==> src/rtl/phy_ctl_pkg.sv <==
package phy_ctl_pkg;

    localparam int NUM_CTL    = 12;
    localparam int REG_W      = 16;
    localparam int BUS_W      = 2 * REG_W;
    localparam int NUM_LANES  = 4;
    localparam int CTL_IDX_W  = $clog2(NUM_CTL);
    localparam int STAT0_IDX  = NUM_CTL;
    localparam int STAT1_IDX  = NUM_CTL + 1;
    localparam int RAW_FIRST  = 7;
    localparam int RAW_COUNT  = NUM_CTL - RAW_FIRST;

    // word 0 field placement
    localparam int IDLE_LSB   = 8;
    localparam int PWRDN_LSB  = 4;
    localparam int IDDQ_BIT   = 1;
    localparam int PLLPD_BIT  = 0;

    typedef enum logic [1:0] {
        SRC_NONE  = 2'd0,
        SRC_CTL   = 2'd1,
        SRC_STAT0 = 2'd2,
        SRC_STAT1 = 2'd3
    } rd_src_e;

    function automatic logic [REG_W-1:0] ctl_rst(input int idx);
        logic [REG_W-1:0] v;
        v = '0;
        if (idx == 0) begin
            v[IDLE_LSB +: NUM_LANES]  = '1;
            v[PWRDN_LSB +: NUM_LANES] = '1;
            v[PLLPD_BIT]              = 1'b1;
        end
        return v;
    endfunction

endpackage

==> src/rtl/phy_ctl_decode.sv <==
module phy_ctl_decode
    import phy_ctl_pkg::*;
#(
    parameter int ADDR_W = 8
) (
    input  logic [ADDR_W-1:0]    addr,
    input  logic                 we,
    output logic [NUM_CTL-1:0]   ctl_we,
    output logic [CTL_IDX_W-1:0] ctl_idx,
    output rd_src_e              rd_src
);
    localparam int IDX_W = ADDR_W - 2;

    logic             aligned;
    logic [IDX_W-1:0] widx;

    assign aligned = (addr[1:0] == 2'b00);
    assign widx    = addr[ADDR_W-1:2];
    assign ctl_idx = widx[CTL_IDX_W-1:0];

    for (genvar i = 0; i < NUM_CTL; i++) begin : g_we
        assign ctl_we[i] = we && aligned && (widx == IDX_W'(i));
    end

    always_comb begin
        rd_src = SRC_NONE;
        if (aligned) begin
            if (widx < IDX_W'(NUM_CTL))
                rd_src = SRC_CTL;
            else if (widx == IDX_W'(STAT0_IDX))
                rd_src = SRC_STAT0;
            else if (widx == IDX_W'(STAT1_IDX))
                rd_src = SRC_STAT1;
        end
    end
endmodule

==> src/rtl/phy_ctl_wreg.sv <==
module phy_ctl_wreg #(
    parameter int            W   = 16,
    parameter logic [W-1:0]  RST = '0
) (
    input  logic         clk,
    input  logic         rst_n,
    input  logic         wr_en,
    input  logic [W-1:0] wr_data,
    input  logic [W-1:0] wr_mask,
    output logic [W-1:0] q
);
    always_ff @(posedge clk or negedge rst_n) begin
        if (!rst_n)
            q <= RST;
        else if (wr_en)
            q <= (q & ~wr_mask) | (wr_data & wr_mask);
    end
endmodule

==> src/rtl/phy_ctl_rdmux.sv <==
module phy_ctl_rdmux
    import phy_ctl_pkg::*;
(
    input  rd_src_e                         rd_src,
    input  logic [CTL_IDX_W-1:0]            ctl_idx,
    input  logic [NUM_CTL-1:0][REG_W-1:0]   words,
    input  logic                            pll_ready,
    output logic [BUS_W-1:0]                rdata
);
    logic [REG_W-1:0] low;

    always_comb begin
        low = '0;
        unique case (rd_src)
            SRC_CTL:   low = words[ctl_idx];
            SRC_STAT0: low = {{(REG_W-1){1'b0}}, pll_ready};
            SRC_STAT1: low = '0;
            SRC_NONE:  low = '0;
            default:   low = '0;
        endcase
    end

    assign rdata = {{(BUS_W-REG_W){1'b0}}, low};
endmodule

==> src/rtl/phy_ctl_bank.sv <==
module phy_ctl_bank
    import phy_ctl_pkg::*;
#(
    parameter int ADDR_W = 8
) (
    input  logic                          clk,
    input  logic                          rst_n,
    input  logic [ADDR_W-1:0]             bus_addr,
    input  logic                          bus_we,
    input  logic [BUS_W-1:0]              bus_wdata,
    output logic [BUS_W-1:0]              bus_rdata,
    input  logic                          pll_ready,
    output logic [NUM_LANES-1:0]          lane_idle,
    output logic [NUM_LANES-1:0]          lane_pwrdn,
    output logic                          iddq_en,
    output logic                          pll_pwrdn,
    output logic [14:0]                   pll_div,
    output logic [2:0]                    tx_term,
    output logic [1:0]                    rate_sel,
    output logic [3:0]                    ref_div,
    output logic [4*NUM_LANES-1:0]        lane_emph,
    output logic [3*NUM_LANES-1:0]        lane_amp,
    output logic [2*NUM_LANES-1:0]        lane_amp_scale,
    output logic [1:0]                    tx_mode,
    output logic [3:0]                    ssc_depth,
    output logic                          ssc_en,
    output logic [9:0]                    ssc_count,
    output logic [RAW_COUNT*REG_W-1:0]    misc_words
);
    logic [NUM_CTL-1:0]             ctl_we;
    logic [CTL_IDX_W-1:0]           ctl_idx;
    rd_src_e                        rd_src;
    logic [NUM_CTL-1:0][REG_W-1:0]  ctl_q;

    phy_ctl_decode #(.ADDR_W(ADDR_W)) u_dec (
        .addr    (bus_addr),
        .we      (bus_we),
        .ctl_we  (ctl_we),
        .ctl_idx (ctl_idx),
        .rd_src  (rd_src)
    );

    for (genvar i = 0; i < NUM_CTL; i++) begin : g_reg
        phy_ctl_wreg #(.W(REG_W), .RST(ctl_rst(i))) u_reg (
            .clk     (clk),
            .rst_n   (rst_n),
            .wr_en   (ctl_we[i]),
            .wr_data (bus_wdata[REG_W-1:0]),
            .wr_mask (bus_wdata[BUS_W-1:REG_W]),
            .q       (ctl_q[i])
        );
    end

    phy_ctl_rdmux u_rd (
        .rd_src    (rd_src),
        .ctl_idx   (ctl_idx),
        .words     (ctl_q),
        .pll_ready (pll_ready),
        .rdata     (bus_rdata)
    );

    // word 0: power and idle
    assign lane_idle  = ctl_q[0][IDLE_LSB +: NUM_LANES];
    assign lane_pwrdn = ctl_q[0][PWRDN_LSB +: NUM_LANES];
    assign iddq_en    = ctl_q[0][IDDQ_BIT];
    assign pll_pwrdn  = ctl_q[0][PLLPD_BIT];

    // words 1 and 2: PLL and rate
    assign pll_div    = ctl_q[1][14:0];
    assign tx_term    = ctl_q[2][10:8];
    assign rate_sel   = ctl_q[2][5:4];
    assign ref_div    = ctl_q[2][3:0];

    // words 3 to 5: per-lane drive
    for (genvar l = 0; l < NUM_LANES; l++) begin : g_lane
        assign lane_emph[4*l +: 4]      = ctl_q[3][4*l +: 4];
        assign lane_amp[3*l +: 3]       = ctl_q[4][4*l +: 3];
        assign lane_amp_scale[2*l +: 2] = ctl_q[5][2*l +: 2];
    end
    assign tx_mode    = ctl_q[5][9:8];

    // word 6: spread spectrum
    assign ssc_depth  = ctl_q[6][15:12];
    assign ssc_en     = ctl_q[6][11];
    assign ssc_count  = ctl_q[6][9:0];

    // words 7 to 11: raw
    for (genvar k = 0; k < RAW_COUNT; k++) begin : g_raw
        assign misc_words[REG_W*k +: REG_W] = ctl_q[RAW_FIRST + k];
    end
endmodule

==> config.mk <==
export PLATFORM = sky130hd
export DESIGN_NAME = phy_ctl_bank
export DESIGN_NICKNAME = d
export VERILOG_FILES = /design/src/rtl/phy_ctl_pkg.sv /design/src/rtl/phy_ctl_decode.sv /design/src/rtl/phy_ctl_wreg.sv /design/src/rtl/phy_ctl_rdmux.sv /design/src/rtl/phy_ctl_bank.sv
export SDC_FILE = /design/constraint.sdc
export NUM_CORES = 1
export LEC_CHECK = 0
export BUFFER_PORTS_ARGS = -buffer_cell sky130_fd_sc_hd__buf_4
export CAP_MARGIN = 20
export CORE_MARGIN = 2
export CORE_UTILIZATION = 54
export CTS_BUF_LIST = sky130_fd_sc_hd__clkbuf_8
export DETAILED_ROUTE_END_ITERATION = 10
export PLACE_DENSITY = 0.79
export SETUP_SLACK_MARGIN = 0.4
export SKIP_LAST_GASP = 1
export SLEW_MARGIN = 15
export SYNTH_ARGS = -nofsm -noshare
export SYNTH_HDL_FRONTEND = slang
export SYNTH_SLANG_ARGS = --single-unit
==> constraint.sdc <==
create_clock -name clk -period 4.7 [get_ports clk]
set_input_delay 0.94 -clock clk [delete_from_list [all_inputs] [get_ports clk]]
set_output_delay 0.94 -clock clk [all_outputs]
set_load 0.1 [all_outputs]
==> results.cfg, run 1 <==
[status]
outcome = finished, final reports clean

[grt]
grt_overflow = 0
grt_max_degree = 100
antenna_found_initial = 0
grt_usage = 0.270
grt_pass1_vias = 7470
grt_pass1_wl_um = 45200

[drt]
drt-pass1-iter-count = 5
drt.antenna.violating_nets = 0
vias = 7572
wl_um = 29600
vias_per_cell = 5.77
drc_errors = 0
avgRoutedWirePerCell_um = 22.5
first_iter_violations = 622

[placement]
io_buffers = 226
dpl.cell_count = 1280
dpl.hpwl_um = 19900
finalWeightedCongestion = 0.818

[synth]
synth_area_leaders = dfrtp_1 (40%), mux2_2 (13%), buf_4 (12%)
synth_warnings = 0
synth-edff-count = 0
synth_compound_gate_area_share = 0.0190
synth-simple-area-share = 0.107
synth_top_family_by_area = multiplexers
synthTopCellsByCount = buf_4 (188), nand2_1 (188), dfrtp_1 (183), mux2_2 (136), mux2_4 (44)
synth.distinct_cells = 36
syn-cell-area_mm2 = 0.0114
ys_seq_area_frac = 0.423
synth_seq_cells = 192
synthArstFlopShare = 1.00
syn_area_per_cell_um2 = 11.5
yosysTopAreaCellShare = 0.402
synthXorXnorAreaFrac = 0
synth_adder_area_share = 0
synth_largest_area_cell = dfrtp_1
synth.area.mux_share = 0.297
synth_flop_cell = dfrtp_1
syn_inst = 991

[clock_network]
cts_tree = yes
cts_setup_buffers = 0
clock_path_buffers = 2
htreeDepth = 4
cts_hold_buf = 0
clkLatencyLatePin_ns = 0.47
clock-sinks = 192
post_cts_resize_count = 0
clockRootBuffer = clkbuf_8
numCtsBuffers = 17
clk_pin_slew_ns = 0.09

[worst_setup_path]
crit_path_end_kind = output pin
worst-path-buf-inv = 3
max_stage_delay_ns = 0.63
worstPathArrival_ns = 2.94
cp_data_required_time_ns = 3.76
cp_cell_sequence = buf_4 > buf_12 > mux4_2 > nor2_1 > o21ai_2 > buf_4
start_kind = input port
cp_max_fo = 44
crit_family = buffers and inverters
crit_top_cell = buf_4
critPathSlowestCell = buf_4
path_class = in -> out

[cells_and_area]
areaGrowthSynthToFinish_pct = 9.00
regArea_mm2 = 0.00482
final_util = 0.595
drive_above_1_share = 0.506
fin_cells = 1312
multiInputGateArea_mm2 = 0.00493
diodes = 0
fillers = 1699
nets = 1068

[die]
initial_core_util = 0.545
die_w_um = 149
die_h_um = 149
core_area_mm2 = 0.0209
die_area_mm2 = 0.0223
std_cell_rows = 53
boundaryPins = 243

[min_path]
hold_path_class = reg -> reg

[sta]
grt_setup_unrepaired = false
tns_ns = 0
max_slew_margin = 0.285
max_freq_ghz = 0.258
worst_pin_slew_ns = 1.07
period_share = 0.825
slew_viol_final = 0
finalHoldViolCount = 0
post-route-min-period_ns = 3.88
setup_viol = 0
skew_ns = 0

[power]
netSwitchingPower_mw = 1.20
leakagePower_nw = 6.18
p_int_mw = 2.39
combPwrFrac = 0.194
power_frac_seq = 0.483
irDropWorstVdd_uv = 172
powerDensity_mw_per_mm2 = 289
pwr-share-clk = 0.323
p_sw_frac = 0.334

[job]
cap_violations = 0
-- cell type report --
class,instances,share of cell area
multi-input combinational,565,0.397
tap,275,0.0277
clock buffer,17,0.0188
sequential,192,0.388
inverter,2,0.000604
clock inverter,15,0.0150
timing repair buffer,246,0.153
-- cell usage in the layout (no fill, tap or decap), drive strengths merged, types with 9 or more instances in the layout --
cell type	instances
clkbuf	18
dfrtp	183
mux2	195
dfstp	9
mux2i	28
nand2	188
buf	245
nand3	32
mux4	33
a22oi	14
nor2	17
conb	16
o21ai	15
-- metrics by stage --
stage | total power [mW] | cell area (um2) | setup WS, ns | hold WS [ns]
2_1_floorplan | 2.34 | 11500 | 0.298 | 0.474
3_3_place_gp | 2.46 | 12000 | 0.823 | 0.484
3_5_place_dp | 2.47 | 12000 | 0.818 | 0.495
4_1_cts | 3.61 | 12400 | 0.820 | 0.520
6_report | 3.59 | 12400 | 0.824 | 0.520
5_1_grt | 3.71 | 12400 | 0.677 | 0.538
-- metal layers --
layer  track usage  vias up  wire, um  share of wire
li1              -     3264         -              -
met1         0.387     3918     12800           0.43
met4        0.0729        0       431          0.015
met5             0        -         0              0
met2         0.426      354     14000           0.47
met3        0.0502       36      2260          0.077
-- cell families (layout without fill, tap and decap cells) --
kind of cell	Yosys count	after routing
muxes	256	256
and+or+nand+nor	259	259
other	1	16
DFF	192	192
AOI/OAI and AO/OA	34	34
buffers and inverters	249	280
-- power by group through the flow --
stage	clock network [mW]	logic, mW	registers, mW
floorplan	0	0.588	1.76
finish	1.16	0.698	1.74
global placement	0	0.693	1.77
CTS	1.17	0.701	1.74
global route	1.24	0.727	1.74
detailed placement	0	0.700	1.77
-- path summary, 6_finish.rpt --
path,slack (ns),start,depth (start not counted),end
worst max-delay path,0.82,bus_addr[2],6,bus_rdata[5]
worst min-delay path,0.52,flop,1,flop
worst min register to register,0.52,flop,1,flop
worst max register to register,3.86,flop,1,flop
max in group asynchronous,3.16,rst_n,2,asynchronous set/reset pin
min in group asynchronous,0.53,rst_n,1,asynchronous set/reset pin
No activity file was read; power rests on OpenSTA's default activity.
==> run 2, diff against run 1 <==
- ABC_AREA: not set -> 1
- CORE_UTILIZATION: 54 -> 52
- PLACE_DENSITY: 0.79 -> 0.8
- clock period: 4.7 -> 3.2 ns (I/O delays scaled with it)
==> run 2 against run 1 <==
  * Die area grew 3.9%
  * Synthesized cell count is 53% higher
  * Register-to-register slack worse by 1.5 ns
  * Critical endpoint is now bus_rdata[6]
  * Setup slack lost 0.35 ns
  * Sequential power rose by 48%
  * Utilization is 1.0 points lower
  * Synthesized area grew 0.13%
  * Flip-flop and latch count unchanged
==> results.cfg, run 2 <==
[clock_network]
clkLatencyLatePin_ns = 0.48
clock-sinks = 192
htreeDepth = 4
clockRootBuffer = clkbuf_8
clk_pin_slew_ns = 0.10
clock_path_buffers = 2
cts_hold_buf = 0
numCtsBuffers = 17
cts_tree = yes

[synth]
synth_warnings = 0
syn_inst = 1521
synth.most_common_cell = nand2_1
syn_area_per_cell_um2 = 7.50
synth_area_leaders = dfrtp_1 (40%), nand2_1 (17%), buf_4 (13%)
synthArstFlopShare = 1.00
synth_flop_cell = dfrtp_1
synth-edff-count = 0
syn-cell-area_mm2 = 0.0114
synth_seq_cells = 192
synthTopCellsByCount = nand2_1 (503), buf_4 (191), dfrtp_1 (183), inv_1 (129), o21ai_1 (115)
yosysTopAreaCellShare = 0.401
synth_largest_area_cell = dfrtp_1
synth.distinct_cells = 32
ys_seq_area_frac = 0.422

[die]
std_cell_rows = 54
core_area_mm2 = 0.0217
die_h_um = 152
initial_core_util = 0.526
die_area_mm2 = 0.0231
boundaryPins = 243
die_w_um = 152

[drt]
vias = 10105
wl_um = 34700
drt.antenna.violating_nets = 0
vias_per_cell = 5.42
drc_errors = 0
avgRoutedWirePerCell_um = 18.6
drt-pass1-iter-count = 6
first_iter_violations = 868

[worst_setup_path]
worstPathArrival_ns = 2.09
start_kind = input port
crit_path_end_kind = output pin
path_class = in -> out
cp_data_required_time_ns = 2.56
cp_max_fo = 18

[placement]
io_buffers = 226
dp_slack_ns = 0.349
finalWeightedCongestion = 0.877
placed_cell_area_mm2 = 0.0122
dpl.hpwl_um = 23400
dpl.cell_count = 1829

[cells_and_area]
fin_cells = 1864
fillers = 1942
areaGrowthSynthToFinish_pct = 11.1
postLayoutCellArea_mm2 = 0.0127
diodes = 0
nets = 1615
mostFrequentLayoutCell = nand2_1
drive_above_1_share = 0.238
final_cell_mix = nand2_1 (503), buf_4 (241), dfrtp_1 (183)
final_util = 0.584

[grt]
grt_overflow = 0
grt_pass1_vias = 9562
antenna_found_initial = 0
grt_pass1_wl_um = 53400
grt_max_degree = 68
grt_usage = 0.296

[sta]
skew_ns = 0
max_slew_margin = 0.477
tns_ns = 0
finalHoldViolCount = 0
grt_setup_unrepaired = false
setup_viol = 0
fin_hold_ws_ns = 0.107
max_freq_ghz = 0.367
worst_pin_slew_ns = 0.783
slew_viol_final = 0
post-route-min-period_ns = 2.73
period_share = 0.853
layout_setup_ws_ns = 0.472

[status]
outcome = finished, final reports clean

[power]
power_mw = 5.54
powerDensity_mw_per_mm2 = 437
leakagePower_nw = 6.25
irDropWorstVdd_uv = 246

[job]
cap_violations = 0

[min_path]
hold_path_class = in -> async
## run 2: timing repair
item | 4_1_cts | 5_1_grt
setup buffers | 0 | 3
resized for setup | 6 | 8
pin swaps | 0 | 1
setup endpoints to repair | 7 | 13
cloned | 0 | 0
## run 2: path summary, 6_finish.rpt
path,startpoint,endpoint,slack [ns],cells past startpoint
setup / recovery,bus_addr[2],bus_rdata[6],0.47,9
hold / removal,rst_n,asynchronous set/reset pin,0.11,1
setup reg to reg,flop,flop,2.32,2
hold reg to reg,flop,flop,0.50,2
max in group asynchronous,rst_n,asynchronous set/reset pin,2.25,2
min in group clk,bus_wdata[0],flop,0.39,3
## run 2: critical path: stages
cell	delay, ns
buf_4	0.25
nand2_4	0.15
inv_4	0.19
buf_12	0.19
a21oi_1	0.08
nand3_1	0.08
nand2_1	0.08
nor2_4	0.10
buf_4	0.30
## run 2: final cells by class
| type | count | area (um2) | area share |
|---|---|---|---|
| Inverter | 141 | 554 | 0.0437 |
| Multi-Input combinational cell | 965 | 4540 | 0.358 |
| Timing Repair Buffer | 254 | 1990 | 0.157 |
| Clock inverter | 15 | 184 | 0.0145 |
| Clock buffer | 17 | 234 | 0.0185 |
| Tap cell | 280 | 350 | 0.0276 |
| Sequential cell | 192 | 4820 | 0.380 |
## run 2: kinds of logic (layout without fill, tap and decap cells)
group / after synthesis / in the layout / share of synthesized area
other: 1 / 16 / 0.000329
AOI/OAI and AO/OA: 259 / 259 / 0.131
and+or+nand+nor: 690 / 690 / 0.252
buffers and inverters: 379 / 427 / 0.195
DFF: 192 / 192 / 0.422
## run 2: routing by layer
layer,track usage,vias to the layer above,wire [um]
li1,-,4711,-
met1,0.403,4712,13900
met2,0.457,588,16200
met3,0.0579,94,3430
met4,0.142,0,1130
met5,0,-,0
## run 2: power breakdown
| part | internal (mW) | leakage (nW) | total [mW] | switching, mW |
|---|---|---|---|---|
| clock | 0.786 | 0.203 | 1.73 | 0.943 |
| sequential | 2.50 | 2.41 | 2.57 | 0.0640 |
| combinational | 0.241 | 3.64 | 1.24 | 0.999 |
| total | 3.53 | 6.25 | 5.54 | 2.01 |
==> run 3, diff against run 2 <==
- ABC_AREA: 1 -> not set
- CORE_UTILIZATION: 52 -> 51
- PLACE_DENSITY: 0.8 -> 0.79
- SYNTH_HIERARCHICAL: not set -> 1
==> run 3 against run 2 <==
  * The run now ends with negative setup slack left
  * Critical path depth increased by 1
  * Via count shrank 25%
  * Final cell count shrank 29%
  * Clock skew unchanged
  * Total power is 4.8% lower
  * Clock power shrank 5%
  * First-iteration DRC count shrank 34%
  * Die area down 7.0%
  * Synthesized cell count fell by 48%
  * Global-route usage shrank 1.7 points
  * Flip-flop and latch count unchanged
  * Non-clock buffer count up 17
  * Largest cell class is now multi-input gates
==> results.cfg, run 3 <==
[power]
combPwrFrac = 0.203
powerDensity_mw_per_mm2 = 396
leakagePower_nw = 6.70
netSwitchingPower_mw = 1.71
pwr-share-clk = 0.312
power_mw = 5.27
irDropWorstVdd_uv = 253
power_frac_seq = 0.484
p_int_mw = 3.56
p_sw_frac = 0.324

[clock_network]
clock_path_buffers = 2
numCtsBuffers = 17
cts_tree = yes
clkLatencyLatePin_ns = 0.46
htreeDepth = 4
clk_pin_slew_ns = 0.09
clockRootBuffer = clkbuf_8
clock-sinks = 192
cts_hold_buf = 0

[drt]
first_iter_violations = 572
vias = 7600
drt-pass1-iter-count = 4
drc_errors = 0
avgRoutedWirePerCell_um = 22.9
wl_um = 30200
vias_per_cell = 5.77
drt.antenna.violating_nets = 0

[placement]
dpl.hpwl_um = 20200
finalWeightedCongestion = 0.804
io_buffers = 226

[die]
std_cell_rows = 52
die_area_mm2 = 0.0215
core_area_mm2 = 0.0201
boundaryPins = 243
die_h_um = 147
initial_core_util = 0.517
die_w_um = 147

[worst_setup_path]
ff2ff_setup_slack_ns = 2.36
crit_path_end_kind = output pin
cp_cell_sequence = buf_6 > or4_4 > buf_6 > nor3_1 > buf_4 > nor4bb_4 > buf_12 > a32oi_2 > o311ai_4 > buf_12
worstPathArrival_ns = 2.65
max_stage_delay_ns = 0.56
reg2reg_depth = 1
cp_max_fo = 13
crit_family = simple AND/OR/NAND/NOR gates
start_kind = input port
critPathSlowestCell = or4_4
cp_data_required_time_ns = 2.56
worst-path-buf-inv = 5
path_class = in -> out

[sta]
tns_ns = -0.618
setup_viol = 16
period_share = 1.03
slew_viol_final = 0
skew_ns = 0
layout_setup_ws_ns = -0.0871
finalHoldViolCount = 0
max_slew_margin = 0.525
max_freq_ghz = 0.304
worst_pin_slew_ns = 0.712
post-route-min-period_ns = 3.29
grt_setup_unrepaired = true

[min_path]
hold_path_class = in -> async

[cells_and_area]
diodes = 0
drive_above_1_share = 0.564
final_cell_mix = buf_4 (241), nand2_1 (209), dfrtp_1 (183)
mostFrequentLayoutCell = buf_4
areaGrowthSynthToFinish_pct = 28.2
final_util = 0.662
nets = 1080

[synth]
yosysTopAreaCellShare = 0.441
synth_largest_area_cell = dfrtp_1
synthArstFlopShare = 1.00
synth.most_common_cell = nand2_1
synth_warnings = 6
ys_seq_area_frac = 0.464
synthTopCellsByCount = nand2_1 (209), dfrtp_1 (183), mux2_4 (120), mux2_2 (102), buf_6 (27)
syn_inst = 797
syn_area_per_cell_um2 = 13.0
syn-cell-area_mm2 = 0.0104
synth_flop_cell = dfrtp_1
synth_seq_cells = 192
synth.distinct_cells = 32
synth_area_leaders = dfrtp_1 (44%), mux2_4 (17%), mux2_2 (11%)
synth-edff-count = 0

[job]
cap_violations = 0

[grt]
grt_usage = 0.279
grt_max_degree = 86
grt_pass1_wl_um = 45700
grt_overflow = 0
antenna_found_initial = 0
grt_pass1_vias = 7600

[status]
outcome = complete, but fails checks
violations = negative setup slack
[run 3: changes by cell type in the layout (fill, tap and decap cells not counted), sizes merged, moves of 17 or more]
| cell | delta |
|---|---|
| nand2 | -302 |
| a21oi | -52 |
| nand3 | -19 |
| mux2 | +222 |
| o21ai | -182 |
| inv | -144 |
| nor2 | -124 |
| nand4 | -20 |
| buf | +17 |
| mux4 | +33 |
[run 3: power groups by stage]
stage                     Combinational [mW]  Sequential, mW  Clock, mW
after floorplan                        0.339            3.00          0
after global placement                  1.06            2.59          0
after detailed placement                1.06            2.60          0
after CTS                               1.07            2.55       1.66
after global routing                    1.11            2.56       1.77
final                                   1.07            2.55       1.64
[run 3: worst max path at each step]
stage,from,end,slack (ns),depth (start not counted)
detailed placement,bus_addr[7],bus_rdata[0],-0.22,10
CTS,bus_addr[0],bus_rdata[0],-0.09,7
global placement,bus_addr[7],bus_rdata[0],-0.17,7
global route,bus_addr[7],bus_rdata[0],-0.10,7
finish,bus_addr[7],bus_rdata[0],-0.09,10
floorplan,bus_addr[7],bus_rdata[10],-0.58,8
[run 3: logic make-up (layout without fill, tap and decap cells)]
kind of cell,after synthesis,in the layout,synth area share
AOI/OAI and AO/OA,33,33,0.0222
buffers and inverters,67,303,0.0556
DFF,192,192,0.464
muxes,255,255,0.358
other,1,16,0.000361
and+or+nand+nor,249,249,0.0998
[run 3: area by class of cell]
cell class	count	area (um2)
fillers	1455	6790
multi-input cells	553	5380
flip-flops and latches	192	4820
repair buffers	271	2370
well taps	270	338
clock buffers	22	303
clock inverters	9	108
inverters	1	3.75
[run 3: stage by stage]
| step | worst slack [ns] | area [um2] | std cells | hold WS [ns] |
|---|---|---|---|---|
| after global placement | -0.170 | 12600 | 1284 | 0.479 |
| after CTS | -0.0922 | 13300 | 1317 | 0.234 |
| after floorplan | -0.576 | 10700 | 812 | 0.344 |
| final | -0.0871 | 13300 | 1318 | 0.213 |
| after global routing | -0.101 | 13300 | 1318 | 0.257 |
| after detailed placement | -0.215 | 12600 | 1284 | 0.490 |
[run 3: per-layer routing]
metal / global-route usage / up-vias / part of all wire
met4: 0.0835 / 0 / 0.023
met3: 0.0686 / 48 / 0.083
met2: 0.419 / 377 / 0.46
met5: 0 / - / 0
li1: - / 3254 / -
met1: 0.405 / 3921 / 0.43
[run 3: repair_timing]
action	CTS	global route
gates resized for setup	55	1
buffers inserted	1	1
pin swaps	10	4
cloned	1	0
endpoints found under the setup margin	16	16
